<file path="src/rtl/pll_phase_pkg.sv">
package pll_phase_pkg;
  typedef enum logic [1:0] {
    PH_IDLE = 2'd0,
    PH_LAG  = 2'd1,
    PH_LEAD = 2'd2
  } ph_state_t;
endpackage

</file>
<file path="src/rtl/pll_edge_det.sv">
module pll_edge_det #(
  parameter bit RISING = 1'b1
) (
  input  logic clk,
  input  logic rst_n,
  input  logic lvl,
  output logic edge_seen
);
  logic lvl_q;

  always_ff @(posedge clk or negedge rst_n) begin
    if (!rst_n) lvl_q <= 1'b0;
    else        lvl_q <= lvl;
  end

  generate
    if (RISING) begin : g_rise
      assign edge_seen = lvl & ~lvl_q;
    end else begin : g_fall
      assign edge_seen = ~lvl & lvl_q;
    end
  endgenerate
endmodule

</file>
<file path="src/rtl/pll_phase_cmp.sv">
module pll_phase_cmp
  import pll_phase_pkg::*;
#(
  parameter int CNT_W = 8
) (
  input  logic             clk,
  input  logic             rst_n,
  input  logic             ref_fall,
  input  logic             tach_rise,
  input  logic [CNT_W-1:0] win,
  output logic             active,
  output logic             lead,
  output logic             accel,
  output logic             fail
);
  localparam logic [CNT_W-1:0] CNT_MAX = {CNT_W{1'b1}};
  localparam logic [CNT_W-1:0] CNT_ONE = {{(CNT_W-1){1'b0}}, 1'b1};

  ph_state_t        state;
  logic [CNT_W-1:0] cnt;

  assign active = (state != PH_IDLE);
  assign lead   = (state == PH_LEAD);
  assign fail   = active && (cnt >= win);

  always_ff @(posedge clk or negedge rst_n) begin
    if (!rst_n) begin
      state <= PH_IDLE;
      cnt   <= '0;
      accel <= 1'b1;
    end else begin
      case (state)
        PH_IDLE: begin
          if (ref_fall && !tach_rise) begin
            state <= PH_LAG;
            cnt   <= CNT_ONE;
          end else if (tach_rise && !ref_fall) begin
            state <= PH_LEAD;
            cnt   <= CNT_ONE;
          end
        end
        PH_LAG: begin
          if (tach_rise) begin
            accel <= 1'b1;
            cnt   <= CNT_ONE;
            state <= ref_fall ? PH_LAG : PH_IDLE;
          end else if (cnt != CNT_MAX) begin
            cnt <= cnt + CNT_ONE;
          end
        end
        PH_LEAD: begin
          if (ref_fall) begin
            accel <= 1'b0;
            cnt   <= CNT_ONE;
            state <= tach_rise ? PH_LEAD : PH_IDLE;
          end else if (cnt != CNT_MAX) begin
            cnt <= cnt + CNT_ONE;
          end
        end
        default: state <= PH_IDLE;
      endcase
    end
  end

  p_coincident_idle_r4: assert property (@(posedge clk) disable iff (!rst_n)
    (state == PH_IDLE && ref_fall && tach_rise) |=> !active);

  p_count_starts_one_r2: assert property (@(posedge clk) disable iff (!rst_n)
    $rose(active) |-> (cnt == CNT_ONE));

  p_accel_on_close_r6: assert property (@(posedge clk) disable iff (!rst_n)
    !$stable(accel) |-> $past(active));
endmodule

</file>
<file path="src/rtl/pll_lock_mask.sv">
module pll_lock_mask #(
  parameter int MASK_TICKS = 7
) (
  input  logic clk,
  input  logic rst_n,
  input  logic tick,
  input  logic fail,
  output logic lock
);
  localparam int MW = $clog2(MASK_TICKS + 1);
  localparam logic [MW-1:0] M_TOP = MW'(MASK_TICKS);

  logic [MW-1:0] mcnt;

  assign lock = (mcnt == M_TOP);

  always_ff @(posedge clk or negedge rst_n) begin
    if (!rst_n)              mcnt <= '0;
    else if (fail)           mcnt <= '0;
    else if (tick && !lock)  mcnt <= mcnt + 1'b1;
  end

  p_fail_drops_lock_r8: assert property (@(posedge clk) disable iff (!rst_n)
    fail |=> !lock);

  p_lock_after_tick_r7: assert property (@(posedge clk) disable iff (!rst_n)
    $rose(lock) |-> $past(tick));
endmodule

</file>
<file path="src/rtl/pll_phase_lock.sv">
module pll_phase_lock #(
  parameter int CNT_W      = 8,
  parameter int MASK_TICKS = 7
) (
  input  logic             clk,
  input  logic             rst_n,
  input  logic             ref_in,
  input  logic             tach_in,
  input  logic             tick,
  input  logic [CNT_W-1:0] win,
  output logic             err_out,
  output logic             err_oe,
  output logic             accel,
  output logic             lock
);
  logic ref_fall;
  logic tach_rise;
  logic fail;

  pll_edge_det #(.RISING(1'b0)) u_ref_edge (
    .clk(clk), .rst_n(rst_n), .lvl(ref_in), .edge_seen(ref_fall)
  );

  pll_edge_det #(.RISING(1'b1)) u_tach_edge (
    .clk(clk), .rst_n(rst_n), .lvl(tach_in), .edge_seen(tach_rise)
  );

  pll_phase_cmp #(.CNT_W(CNT_W)) u_cmp (
    .clk(clk), .rst_n(rst_n), .ref_fall(ref_fall), .tach_rise(tach_rise),
    .win(win), .active(err_oe), .lead(err_out), .accel(accel), .fail(fail)
  );

  pll_lock_mask #(.MASK_TICKS(MASK_TICKS)) u_mask (
    .clk(clk), .rst_n(rst_n), .tick(tick), .fail(fail), .lock(lock)
  );
endmodule

</file>
<file path="config.mk">
export PLATFORM = sky130hd
export DESIGN_NAME = pll_phase_lock
export DESIGN_NICKNAME = d
export VERILOG_FILES = /design/src/rtl/pll_phase_pkg.sv /design/src/rtl/pll_edge_det.sv /design/src/rtl/pll_phase_cmp.sv /design/src/rtl/pll_lock_mask.sv /design/src/rtl/pll_phase_lock.sv
export SDC_FILE = /design/constraint.sdc
export NUM_CORES = 1
export LEC_CHECK = 0
export BUFFER_PORTS_ARGS = -buffer_cell sky130_fd_sc_hd__buf_2
export CAP_MARGIN = 0
export CORE_MARGIN = 4
export CORE_UTILIZATION = 50
export DETAILED_ROUTE_END_ITERATION = 10
export PLACE_DENSITY = 0.71
export SETUP_SLACK_MARGIN = 0.2
export SLEW_MARGIN = 0
export SYNTH_ARGS = -nofsm -noshare
export SYNTH_HDL_FRONTEND = slang
export SYNTH_SLANG_ARGS = --single-unit
export TNS_END_PERCENT = 50
</file>
<file path="constraint.sdc">
create_clock -name clk -period 4.5 [get_ports clk]
set_input_delay 0.675 -clock clk [delete_from_list [all_inputs] [get_ports clk]]
set_output_delay 0.675 -clock clk [all_outputs]
set_load 0.05 [all_outputs]
</file>
=== Yosys cells after proc, flatten, opt, wreduce, memory -nomap -nowiden ===
Cells that the tools add are included.

* Register bits: 16
* Input port bits: 13
* Output and inout bits: 4

* Add/subtract/negate cells: 2
* $lt $le $gt $ge: 1
* Equality and inequality tests: 7
* Muxes and demuxes: 18
* Bitwise operators: 4
* Reductions and logical operators: 15

{| class="wikitable"
|+ Operators by type and width
! cell !! count
|-
| 8-bit 2-to-1 mux || 5
|-
| 8-bit one-hot mux with 3 select lines || 1
|-
| 2-bit 2-to-1 mux || 5
|-
| 8-bit by 1-bit adder with 8-bit output (second input constant) || 1
|-
| 8-bit >= comparator || 1
|-
| 8-bit != test (second input constant) || 1
|-
| 3-bit 2-to-1 mux || 2
|-
| 2-bit one-hot mux with 3 select lines || 1
|-
| 3-bit AND reduction || 2
|-
| 2-bit nonzero test || 3
|-
| 1-bit logical AND || 4
|-
| 2-bit by 1-bit != test with 1-bit output (second input constant) || 2
|-
| 3-bit by 1-bit adder with 3-bit output (second input constant) || 1
|-
| 3-bit == test (second input constant) || 1
|-
| 1-bit logical NOT || 3
|-
| 1-bit 2-to-1 mux || 3
|-
| 3-bit by 1-bit != test with 1-bit output (second input constant) || 1
|-
| 3-bit nonzero test || 1
|-
| 1-bit AND || 2
|-
| 2-bit by 1-bit == test with 1-bit output (second input constant) || 1
|-
| 2-bit == test (second input constant) || 1
|-
| 2-bit logical NOT || 1
|-
| 1-bit inverter || 2
|-
| 1-bit one-hot mux with 2 select lines || 1
|-
| 2-bit AND reduction || 1
|}

=== Logic depth before layout (Yosys ltp) ===
Gate-level depths: netlist of run 1.

* Word-level depth: 7
* Mapped depth: 7
* Mapped depth without buffers: 7

=== Modules after synthesis ===
From an unflattened synthesis of run 1, not the netlist that was laid out.

* Cell total of the unflattened synthesis: 129
* Area total of the unflattened synthesis: 1,223.7 sq um

{| class="wikitable"
|+ Modules (own cells, without submodules)
! module !! instances !! cells each !! area an instance (sq um) !! sequential area each (sq um)
|-
| pll_phase_cmp || 1 || 110 || 962.2 || 276.5
|-
| pll_lock_mask || 1 || 15 || 183.9 || 75.1
|-
| pll_edge_det || 2 || 2 || 38.8 || 25.0
|}

=== Least setup slack after synthesis of run 1 ===
OpenSTA, ideal clock, no wires.

* Path kind: input-to-reg
* From: input ref_in
* To: register u_cmp.cnt[3]
* Setup time: 78 ps
* Arrival time: 2,025 ps
* Slack: 2,397 ps
* Cell stages on the path: 7
* Buffers on the path: 2
* Cells stage by stage: nand2b_2 > buf_6 > xnor2_4 > a21o_1 > buf_6 > or4_1 > a21oi_1

* Longest elaborated chain between the ends: 6

{| class="wikitable"
|+ Ends and longest elaborated chain
! element !! line !! source
|-
| start, declared || pll_phase_lock.sv:7 || <nowiki>input logic ref_in,</nowiki>
|-
| 1-bit inverter * || pll_edge_det.sv:20 || <nowiki>assign edge_seen = ~lvl & lvl_q;</nowiki>
|-
| 1-bit AND * || pll_edge_det.sv:20 ||
|-
| 1-bit logical NOT || pll_phase_cmp.sv:37 || <nowiki>end else if (tach_rise && !ref_fall) begin</nowiki>
|-
| 1-bit logical AND || pll_phase_cmp.sv:37 ||
|-
| 3-bit by 1-bit != test with 1-bit output (no line) || n/a ||
|-
| 2-bit AND reduction (no line) || n/a ||
|-
| end signal, assigned || pll_phase_cmp.sv:48 || <nowiki>cnt <= cnt + CNT_ONE;</nowiki>
|-
| end signal, assigned || pll_phase_cmp.sv:57 || <nowiki>cnt <= cnt + CNT_ONE;</nowiki>
|-
| end, declared || pll_phase_cmp.sv:20 || <nowiki>logic [CNT_W-1:0] cnt;</nowiki>
|}

Mark *: on every way between the ends. The rest lies on a longest branch, timed or not.
A chain may end at the register's enable or synchronous reset.

=== Final worst setup path of run 1 ===
* From: register u_cmp.cnt[0]
* To: register u_cmp.cnt[0]

* Longest elaborated chain between the ends: 4

{| class="wikitable"
|+ Ends and longest elaborated chain
! element !! line !! source
|-
| 8-bit by 1-bit adder with 8-bit output / 8-bit != test (equally long branches) || n/a ||
|-
| 8-bit 2-to-1 mux * || pll_phase_cmp.sv:47, pll_phase_cmp.sv:56 ||
|-
| 8-bit 2-to-1 mux (on tied branches) || pll_phase_cmp.sv:52, pll_phase_cmp.sv:43 ||
|-
| 8-bit one-hot mux with 3 select lines * || pll_phase_cmp.sv:32 || <nowiki>case (state)</nowiki>
|}

Marks and branches as above.

==> out/results.tsv, run 1 <==
stage	metric	value	unit
floorplanning	coreArea	2250	sq um
route	vias	994	
route	dr.pass1.iters	4	
worst_setup_path	cp.arrival	2.60	ns
power_and_ir_drop	power_frac_clock	0.140	
cells_and_area	fin_area	1330	sq um
sta	post-route-period-util	0.531	
power_and_ir_drop	power.share.combinational	0.549	
floorplanning	die_area	3260	sq um
clock_tree	clock_path_buffers	2	
yosys	synth_top_family_by_area	compound AO/OA/AOI/OAI gates	
global_route	grt_usage	0.151	
yosys	ys_ff_latch	16	
worst_setup_path	cp_top_family	simple AND/OR/NAND/NOR gates	
worst_setup_path	cp-start-kind	flip-flop	
run	maxCapViolCount	0	
sta	setup_violations	0	
clock_tree	htreeDepth	1	
yosys	async_flop_share	1.00	
worst_setup_path	required	4.72	ns
worst_setup_path	crit_fanout	11	
sta	finalHoldViolCount	0	
place	gp_congestion	0.836	
route	wl_per_cell	13.2	um
clock_tree	clkSinkCount	16	
cells_and_area	antennaDiodeCount	0	
route	initialDrtViolationCount	14	
yosys	syn_area	1200	sq um
clock_tree	insertion_delay	0.29	ns
yosys	synthAdderAreaFrac	0.166	
clock_tree	ctsResizeCount	0	
place	io_buffers	16	
yosys	synth_mux_area_frac	0.0166	
run_status	status	completed	
sta	slew_violations	0	
power_and_ir_drop	p_seq_frac	0.311	
yosys	yosys_warnings	0	
global_route	grt_start_max_net_pins	17	
cells_and_area	fin_nets	177	
worst_setup_path	max_stage_delay	0.88	ns
clock_tree	root_buffer	clkbuf_4	
worst_setup_path	setup.worst_path.class	flip-flop to flip-flop	
hold_path	worstHoldPathType	input port to asynchronous set/reset pin	
clock_tree	cts_hold_buf	0	
yosys	synth-seq-area-share	0.333	
sta	slew_headroom	0.294	
global_route	grt-ovfl-total	0	
yosys	yosysUniqueCellTypes	36	
place	hpwl	1810	um
cells_and_area	layout-drive-gt1-share	0.170	
power_and_ir_drop	p_int	360	uW
floorplanning	die_h	57.1	um
route	drc	0	
floorplanning	initial_core_util	0.534	
power_and_ir_drop	switching_share	0.472	
floorplanning	num_io_pins	17	
worst_setup_path	critPathCaptureType	flip-flop	
route	ant_nets	0	
yosys	synth_simple_gate_area_frac	0.181	
clock_tree	clk_pin_slew_worst_paths	0.10	ns
route	wirelength	2300	um
sta	rsz0062_at_grt	no	
global_route	antenna_found_initial	0	
power_and_ir_drop	power_leakage	0.000633	uW
place	pre_cts_ws	2.18	ns
yosys	synth_compound_area_frac	0.199	
power_and_ir_drop	p_sw	323	uW
clock_tree	cts_tree	built	
power_and_ir_drop	vdd_ir_drop_max	0.348	mV
yosys	synthXorXnorAreaFrac	0.0374	
worst_setup_path	cp_common_cell	o21ai_0	
yosys	ys.flop_type	dfrtp_1	
sta	max_freq	419	MHz
sta	clock_skew	0.00680	ns
yosys	synth.avg_cell_area	9.20	sq um
floorplanning	rows	17	
clock_tree	cts_made_buffers	3	
worst_setup_path	path_cells	ha_1, and2_1, nor3b_1, o21ai_0, and3_1, o21ai_0	
sta	tightest_slew	1.06	ns
sta	finalSetupTns	0	ns
power_and_ir_drop	p_per_area	515	nW/um^2
clock_tree	cts_setup_buffers	0	
power_and_ir_drop	power.total	683	uW
worst_setup_path	crit_slowest_cell	nor3b_1	
global_route	grt_pass1_wl	3920	um
sta	min_period	2.39	ns
route	routed_via_density	5.68	
place	placed_cell_area	1290	sq um
place	placedCellCount	171	
yosys	synth_edf_count	0	
floorplanning	die_w	57.1	um
yosys	syn-num-nets	160	
cells_and_area	area_delta_synth_final	9.97	%
sta	layout_setup_ws	2.11	ns
global_route	grt_pass1_vias	945	
yosys	syn_inst	131	
cells_and_area	fin_cells	175	
worst_setup_path	path_buf_inv	0	
-- through the flow --
step | util | hold WS [ns]
finish | 0.588 | 0.284
global route | 0.588 | 0.294
CTS | 0.588 | 0.285
detailed placement | 0.572 | 0.474
global placement | 0.572 | 0.468
floorplan | - | 0.379
-- flip-flops by register name, summed over array words and instances, names as in the netlist --
name,count
u_tach_edge.lvl_q,1
u_mask.mcnt,3
u_cmp.state,2
u_cmp.cnt,8
u_cmp.accel,1
u_ref_edge.lvl_q,1
-- area by class of cell --
class / count / area (sq um)
flip-flops and latches: 16 / 402
well taps: 28 / 35.0
multi-input cells: 98 / 723
fillers: 216 / 930
repair buffers: 16 / 80.1
inverters: 13 / 48.8
clock buffers: 4 / 36.3
-- worst paths after layout --
check / start / end / slack, ns / cells after the start
setup reg to reg: u_cmp.cnt[0] / u_cmp.cnt[0] / 2.11 / 6
hold reg to reg: u_cmp.accel / u_cmp.accel / 0.48 / 2
hold / removal: rst_n / u_cmp.cnt[3] / 0.28 / 1
setup / recovery: u_cmp.cnt[0] / u_cmp.cnt[0] / 2.11 / 6
max in group asynchronous: rst_n / u_cmp.accel / 3.90 / 1
min in group clk: u_cmp.accel / u_cmp.accel / 0.48 / 2
-- placed cells by master, fill, tap and decap left out, drive strengths merged, types with 2 or more instances in the layout --
cell type and instances:
a21oi 17, ha 16, buf 16, dfrtp 15
inv 13, o21ai 10, nand2 9, nor2 7
clkbuf 4, nand4 3, nor2b 3, or4 3
xnor2 3, nand2b 3, and2 2, and3 2
mux2i 2, nor3 2, a22oi 2, o31ai 2
-- synth_stat cells, types with 2 or more instances --
master    number  area [sq um]
o31ai_1        2          15.0
a21oi_1       17          85.1
inv_1         13          48.8
dfrtp_1       15           375
or4_1          3          22.5
and3_1         2          12.5
nand2b_1       2          12.5
o21ai_0       10          50.1
nor2b_1        3          18.8
mux2i_1        2          20.0
nor3_1         2          10.0
nand4_1        3          18.8
ha_1          16           200
buf_6          2          22.5
nand2_1        9          33.8
nor2_1         7          26.3
xnor2_1        2          17.5
a22oi_1        2          15.0
and2_1         2          12.5
-- power by group through the flow --
stage                     Sequential, uW  Clock, uW  Combinational (uW)
after floorplan                      227          0                 295
final                                212       95.7                 375
after detailed placement             216          0                 374
after global placement               212          0                 367
after global routing                 218        108                 423
after CTS                            213        102                 377
-- logic make-up after synthesis --
| logic type | Yosys count |
|---|---|
| XOR/XNOR | 3 |
| AND/OR/NAND/NOR | 39 |
| buffers and inverters | 17 |
| flip-flops | 16 |
| AO/OA/AOI/OAI | 38 |
| multiplexers | 2 |
| adder cells (fa/ha/maj) | 16 |
-- metal layers --
layer	vias to the layer above	track usage	routed length [um]
li1	505	-	-
met1	455	0.189	1060
met2	28	0.253	1110
met3	6	0.0204	97
met4	0	0.0762	42
met5	-	0	0
(Power assumes the default switching activity.)
==> run 2, diff against run 1 <==
- clock period: 4.5 -> 2.4 ns (I/O delays scaled with it)
==> out/results.tsv, run 2 (synthesis results as in run 1) <==
stage	metric	value	unit	change
run_status	status	completed		unchanged
route	vias	990		was 994
cells_and_area	layout_commonest_cell	a21oi_1		unchanged
cells_and_area	fin_area	1340	sq um	was 1330 sq um
floorplanning	coreArea	2250	sq um	unchanged
floorplanning	die_h	57.1	um	unchanged
sta	finalSetupTns	0	ns	unchanged
worst_setup_path	cp-startpoint	u_cmp.cnt[0]		unchanged
global_route	grt_pass1_vias	853		was 945
sta	setup_violations	0		unchanged
cells_and_area	layout_common_cells	a21oi_1, ha_1, buf_2, dfrtp_1, inv_1		unchanged
floorplanning	die_area	3260	sq um	unchanged
clock_tree	clkSinkCount	16		unchanged
worst_setup_path	cp.arrival	2.17	ns	was 2.60 ns
clock_tree	cts_made_buffers	3		unchanged
clock_tree	htreeDepth	1		unchanged
power_and_ir_drop	power_leakage	0.000643	uW	was 0.000633 uW
worst_setup_path	cp-start-kind	flip-flop		unchanged
worst_setup_path	max_stage_delay	0.51	ns	was 0.88 ns
global_route	grt_start_max_net_pins	17		unchanged
floorplanning	die_w	57.1	um	unchanged
route	drc	0		unchanged
sta	slew_headroom	0.689		was 0.294
place	hpwl	1780	um	was 1810 um
clock_tree	insertion_delay	0.28	ns	was 0.29 ns
floorplanning	rows	17		unchanged
place	placed_cell_area	1300	sq um	was 1290 sq um
cells_and_area	antennaDiodeCount	0		unchanged
power_and_ir_drop	p_per_area	956	nW/um^2	was 515 nW/um^2
route	wirelength	2250	um	was 2300 um
hold_path	min_from	ref_in		
global_route	grt-ovfl-total	0		unchanged
worst_setup_path	critPathCaptureType	flip-flop		unchanged
sta	tightest_slew	0.466	ns	was 1.06 ns
clock_tree	root_buffer	clkbuf_4		unchanged
sta	min_period	1.96	ns	was 2.39 ns
sta	post-route-period-util	0.815		was 0.531
global_route	grt_pass1_wl	3760	um	was 3920 um
route	dr.pass1.iters	4		unchanged
route	wl_per_cell	12.7	um	was 13.2 um
global_route	grt_usage	0.145		was 0.151
worst_setup_path	required	2.61	ns	was 4.72 ns
worst_setup_path	crit_fanout	11		unchanged
cells_and_area	top_register	u_cmp.cnt		unchanged
place	io_buffers	16		unchanged
clock_tree	clk_pin_slew_worst_paths	0.10	ns	about the same
hold_path	worstHoldPathType	input port to flip-flop		was input port to asynchronous set/reset pin
route	routed_via_density	5.59		was 5.68
sta	slew_violations	0		unchanged
global_route	antenna_found_initial	0		unchanged
sta	max_freq	511	MHz	was 419 MHz
cells_and_area	layout-drive-gt1-share	0.174		was 0.170
route	ant_nets	0		unchanged
worst_setup_path	reg2reg_from	u_cmp.cnt[0]		unchanged
run	maxCapViolCount	0		unchanged
cells_and_area	top_regs	u_cmp.cnt x8, u_mask.mcnt x3, u_cmp.state x2		unchanged
sta	finalHoldViolCount	0		unchanged
cells_and_area	area_delta_synth_final	11.4	%	was 9.97%
worst_setup_path	setup.worst_path.class	flip-flop to flip-flop		unchanged
place	gp_congestion	0.840		was 0.836
sta	clock_skew	0.00200	ns	was 0.00680 ns
cells_and_area	fin_nets	179		was 177
worst_setup_path	path_cells	ha_1, and2_1, nor3b_1, buf_4, or4_1, a21oi_1		was ha_1, and2_1, nor3b_1, o21ai_0, and3_1, o21ai_0
clock_tree	cts_setup_buffers	0		unchanged
cells_and_area	largest_reg_flops	8		unchanged
floorplanning	initial_core_util	0.534		unchanged
worst_setup_path	crit_slowest_cell	or4_1		was nor3b_1
floorplanning	num_io_pins	17		unchanged
clock_tree	clock_path_buffers	2		unchanged
route	initialDrtViolationCount	28		was 14
sta	rsz0062_at_grt	no		unchanged
clock_tree	cts_tree	built		unchanged
power_and_ir_drop	vdd_ir_drop_max	0.941	mV	was 0.348 mV
## run 2: changes by cell type in the layout (fill, tap and decap cells not counted)
| cell | previous run | this run |
|---|---|---|
| dlygate4sd3_1 | 0 | 1 |
| buf_4 | 0 | 1 |
## run 2: area by class of cell
| cell class | instances | area [sq um] |
|---|---|---|
| clock buffers | 4 | 36.3 |
| flip-flops and latches | 16 | 402 |
| well taps | 28 | 35.0 |
| repair buffers | 18 | 97.6 |
| fillers | 205 | 912 |
| inverters | 13 | 48.8 |
| multi-input cells | 98 | 723 |
## run 2: timing repair
action                    4_1_cts  5_1_grt
hold endpoints to repair       15        0
hold buffers                    1        0
gates resized for setup         0        0
## run 2: routing by layer
metal	global-route usage	part of all wire
met4	0.0728	0.026
met1	0.195	0.45
met3	0.0226	0.059
met2	0.225	0.47
met5	0	0
## run 2: worst paths after layout
kind / slack (ns) / to / depth (start not counted)
min: 0.18 / u_ref_edge.lvl_q / 1
max: 0.44 / u_cmp.cnt[3] / 6
min in group asynchronous: 0.51 / u_cmp.cnt[4] / 2
min reg2reg: 0.48 / u_cmp.accel / 2
max in group asynchronous: 1.59 / u_cmp.accel / 2
max reg2reg: 0.44 / u_cmp.cnt[3] / 6
## run 2: per-stage QoR
| step | total power [uW] | hold slack, ns | setup slack (ns) | util | instances |
|---|---|---|---|---|---|
| after floorplan | 979 | 0.0644 | 0.375 | - | 131 |
| after global placement | 1090 | 0.295 | 0.486 | 0.575 | 172 |
| after detailed placement | 1110 | 0.295 | 0.438 | 0.575 | 172 |
| after CTS | 1290 | 0.175 | 0.453 | 0.595 | 177 |
| after global routing | 1400 | 0.170 | 0.352 | 0.595 | 177 |
| final | 1280 | 0.184 | 0.445 | 0.595 | 177 |
## run 2: power by group
part	leakage (uW)	switching [uW]	internal (uW)
sequential	0.000203	54.5	344
combinational	0.000419	467	239
clock	0.0000210	86.5	92.3
total	0.000643	608	675
## run 2: worst max-delay path, delay by kind of cell (launching register included)
family / cells / cell delay, ns
AO/OA/AOI/OAI: 1 / 0.16
adder cells (fa/ha/maj): 1 / 0.23
AND/OR/NAND/NOR: 3 / 0.87
flip-flops: 1 / 0.46
buffers and inverters: 1 / 0.17
==> run 3, diff against run 2 <==
- ABC_AREA: not set -> 1
- clock period: 2.4 -> 2 ns (I/O delays scaled with it)
==> out/results.tsv, run 3 <==
stage	metric	value	unit	change
run_status	status	completed		unchanged
yosys	syn-num-nets	198		was 160
route	vias	1087		was 990
cells_and_area	fin_cells	219		was 177
cells_and_area	antennaDiodeCount	0		unchanged
yosys	synthAdderAreaFrac	0.163		was 0.166
cells_and_area	fin_area	1390	sq um	was 1340 sq um
yosys	syn_inst	169		was 131
cells_and_area	layout-drive-gt1-share	0.168		was 0.174
worst_setup_path	crit_slowest_cell	dfrtp_1		was or4_1
global_route	grt-ovfl-total	0		unchanged
floorplanning	die_h	57.6	um	was 57.1 um
yosys	synthTopCellsByArea	dfrtp_1, ha_1, nand2_1		was dfrtp_1, ha_1, a21oi_1
cells_and_area	fin_nets	221		was 179
hold_path	worstHoldPathType	input port to flip-flop		unchanged
yosys	synth.avg_cell_area	7.28	sq um	was 9.20 sq um
route	wl_per_cell	10.5	um	was 12.7 um
worst_setup_path	setup.worst_path.class	flip-flop to output port		was flip-flop to flip-flop
worst_setup_path	rr_worst_depth	6		unchanged
yosys	ys_ff_latch	16		unchanged
cells_and_area	area_delta_synth_final	13.1	%	was 11.4%
place	pre_cts_ws	0.543	ns	was 0.438 ns
worst_setup_path	max_stage_delay	0.41	ns	was 0.51 ns
sta	post-route-period-util	0.851		
global_route	grt_start_max_net_pins	17		unchanged
clock_tree	insertion_delay	0.29	ns	was 0.28 ns
yosys	synth-seq-area-share	0.327		was 0.333
global_route	antenna_found_initial	0		unchanged
yosys	synth_edf_count	0		unchanged
sta	finalSetupTns	0	ns	unchanged
power_and_ir_drop	p_per_area	1150	nW/um^2	was 956 nW/um^2
yosys	synth_top_cell_by_area	dfrtp_1		unchanged
clock_tree	clock_path_buffers	2		unchanged
route	initialDrtViolationCount	18		was 28
cells_and_area	top_register	u_cmp.cnt		unchanged
cells_and_area	fillCellCount	205		unchanged
sta	slew_violations	0		unchanged
yosys	yosysUniqueCellTypes	22		was 36
worst_setup_path	cp_common_cell	inv_1		
clock_tree	clkSinkCount	16		unchanged
floorplanning	initial_core_util	0.540		was 0.534
run	maxCapViolCount	0		unchanged
yosys	yosysMostFrequentCell	nand2_1		was a21oi_1
yosys	ys.flop_type	dfrtp_1		unchanged
worst_setup_path	cp.depth	4		was 6
yosys	synthXorXnorAreaFrac	0.00712		was 0.0374
clock_tree	htreeDepth	1		unchanged
power_and_ir_drop	power.total	1600	uW	was 1280 uW
floorplanning	num_io_pins	17		unchanged
sta	finalHoldViolCount	0		unchanged
global_route	grt_pass1_wl	4260	um	was 3760 um
yosys	async_flop_share	1.00		unchanged
sta	rsz0062_at_grt	no		unchanged
yosys	yosys_warnings	0		unchanged
worst_setup_path	required	1.70	ns	was 2.61 ns
worst_setup_path	cp-start-kind	flip-flop		unchanged
clock_tree	root_buffer	clkbuf_4		unchanged
route	routed_via_density	4.96		was 5.59
yosys	synth_common_cells	nand2_1, inv_1, ha_1, dfrtp_1		was a21oi_1, ha_1, dfrtp_1, inv_1, o21ai_0
floorplanning	die_w	57.6	um	was 57.1 um
sta	tightest_slew	0.361	ns	was 0.466 ns
global_route	grt_usage	0.162		was 0.145
yosys	synth_simple_gate_area_frac	0.294		was 0.181
worst_setup_path	cp.arrival	1.40	ns	was 2.17 ns
sta	layout_setup_ws	0.298	ns	was 0.445 ns
floorplanning	rows	17		unchanged
route	wirelength	2310	um	was 2250 um
worst_setup_path	path_cells	inv_1, ha_1, inv_1, clkbuf_4		was ha_1, and2_1, nor3b_1, buf_4, or4_1, a21oi_1
worst_setup_path	critPathCaptureType	output port		was flip-flop
cells_and_area	layout_commonest_cell	nand2_1		was a21oi_1
power_and_ir_drop	vdd_ir_drop_max	1.02	mV	was 0.941 mV
yosys	synth_compound_area_frac	0.0875		was 0.199
clock_tree	cts_tree	built		unchanged
place	placed_cell_area	1350	sq um	was 1300 sq um
floorplanning	die_area	3320	sq um	was 3260 sq um
sta	slew_headroom	0.760		was 0.689
yosys	yosysTopAreaCellShare	0.305		was 0.312
cells_and_area	layout_common_cells	nand2_1, inv_1, ha_1, buf_2, dfrtp_1		was a21oi_1, ha_1, buf_2, dfrtp_1, inv_1
global_route	grt_pass1_vias	1088		was 853
cells_and_area	largest_reg_flops	8		unchanged
yosys	synth_mux_area_frac	0.0183		was 0.0166
route	dr.pass1.iters	4		unchanged
sta	clock_skew	0.00300	ns	was 0.00200 ns
place	placedCellCount	213		was 172
place	io_buffers	16		unchanged
clock_tree	cts_made_buffers	3		unchanged
clock_tree	clk_pin_slew_worst_paths	0.09	ns	was 0.10 ns
sta	setup_violations	0		unchanged
route	ant_nets	0		unchanged
yosys	syn_area	1230	sq um	was 1200 sq um
sta	max_freq	587	MHz	
worst_setup_path	path_buf_inv	3		was 1
place	hpwl	1890	um	was 1780 um
sta	min_period	1.70	ns	
yosys	synth_top_family_by_area	simple AND/OR/NAND/NOR gates		was compound AO/OA/AOI/OAI gates
cells_and_area	top_regs	u_cmp.cnt x8, u_mask.mcnt x3, u_cmp.state x2		unchanged
worst_setup_path	cp_top_family	buffers and inverters		was simple AND/OR/NAND/NOR gates
hold_path	hold_depth	1		unchanged
worst_setup_path	crit_fanout	4		was 11
floorplanning	coreArea	2280	sq um	was 2250 sq um
place	gp_congestion	0.894		was 0.840
power_and_ir_drop	power_leakage	0.000772	uW	was 0.000643 uW
route	drc	0		unchanged
==> run 3: changes by cell type after synthesis, sizes merged, moves of 9 or more <==
cell   previous run  this run
nand2             9        45
nand3             1        14
a21oi            17         8
inv              13        34
nor2              7        16
==> run 3: kinds of logic (layout without fill, tap and decap cells) <==
| logic type | after synthesis | count (layout) |
|---|---|---|
| buffers and inverters | 34 | 56 |
| XOR/XNOR | 1 | 1 |
| AO/OA/AOI/OAI | 20 | 20 |
| AND/OR/NAND/NOR | 80 | 80 |
| flip-flops | 16 | 16 |
| adder cells (fa/ha/maj) | 16 | 16 |
| multiplexers | 2 | 2 |
==> run 3: what timing repair did <==
item / 4_1_cts / 5_1_grt
hold buffers: 1 / 0
hold endpoints to repair: 15 / 0
gates resized for setup: 0 / 1
setup buffers: 0 / 1
endpoints found under the setup margin: 0 / 1
==> run 3: worst paths after layout <==
kind                                start  slack (ns)               end
max                        u_cmp.state[1]        0.30            err_oe
min in group asynchronous           rst_n        0.45    u_cmp.state[1]
max in group asynchronous           rst_n        1.25       u_cmp.accel
min                                ref_in        0.14  u_ref_edge.lvl_q
max reg2reg                u_mask.mcnt[0]        0.53    u_mask.mcnt[2]
min reg2reg                   u_cmp.accel        0.49       u_cmp.accel
==> run 3: final cells by class <==
| type | instances | area [sq um] | area share |
|---|---|---|---|
| multi-input cells | 119 | 701 | 0.504 |
| repair buffers | 18 | 100 | 0.0719 |
| well taps | 28 | 35.0 | 0.0252 |
| flip-flops and latches | 16 | 402 | 0.289 |
| inverters | 34 | 128 | 0.0917 |
| clock buffers | 4 | 26.3 | 0.0189 |
==> run 3: per-layer routing <==
layer / GRT usage / wire (um) / vias up
met5: 0 / 0 / -
met4: 0.0894 / 65 / 0
met3: 0.0271 / 102 / 7
met2: 0.279 / 1060 / 25
met1: 0.188 / 1080 / 478
li1: - / - / 577
==> run 3: power by group <==
group | switching, uW | total [uW] | internal (uW)
Clock | 103 | 181 | 77.6
Sequential | 72.5 | 493 | 420
Combinational | 597 | 924 | 327
Total | 773 | 1600 | 825
==> run 3: through the flow <==
step                      hold slack, ns   util
after global placement             0.233  0.591
after floorplan                  0.00441      -
after CTS                          0.130  0.607
after detailed placement           0.237  0.591
after global routing               0.124  0.611
final                              0.135  0.611
==> run 3: worst reg2reg max path, cell delays in order (launching register included) <==
cell and delay [ns]:
dfrtp_1 0.41, ha_1 0.21, ha_1 0.19, inv_1 0.05
nand2_1 0.10, mux2_2 0.28, a21boi_0 0.12
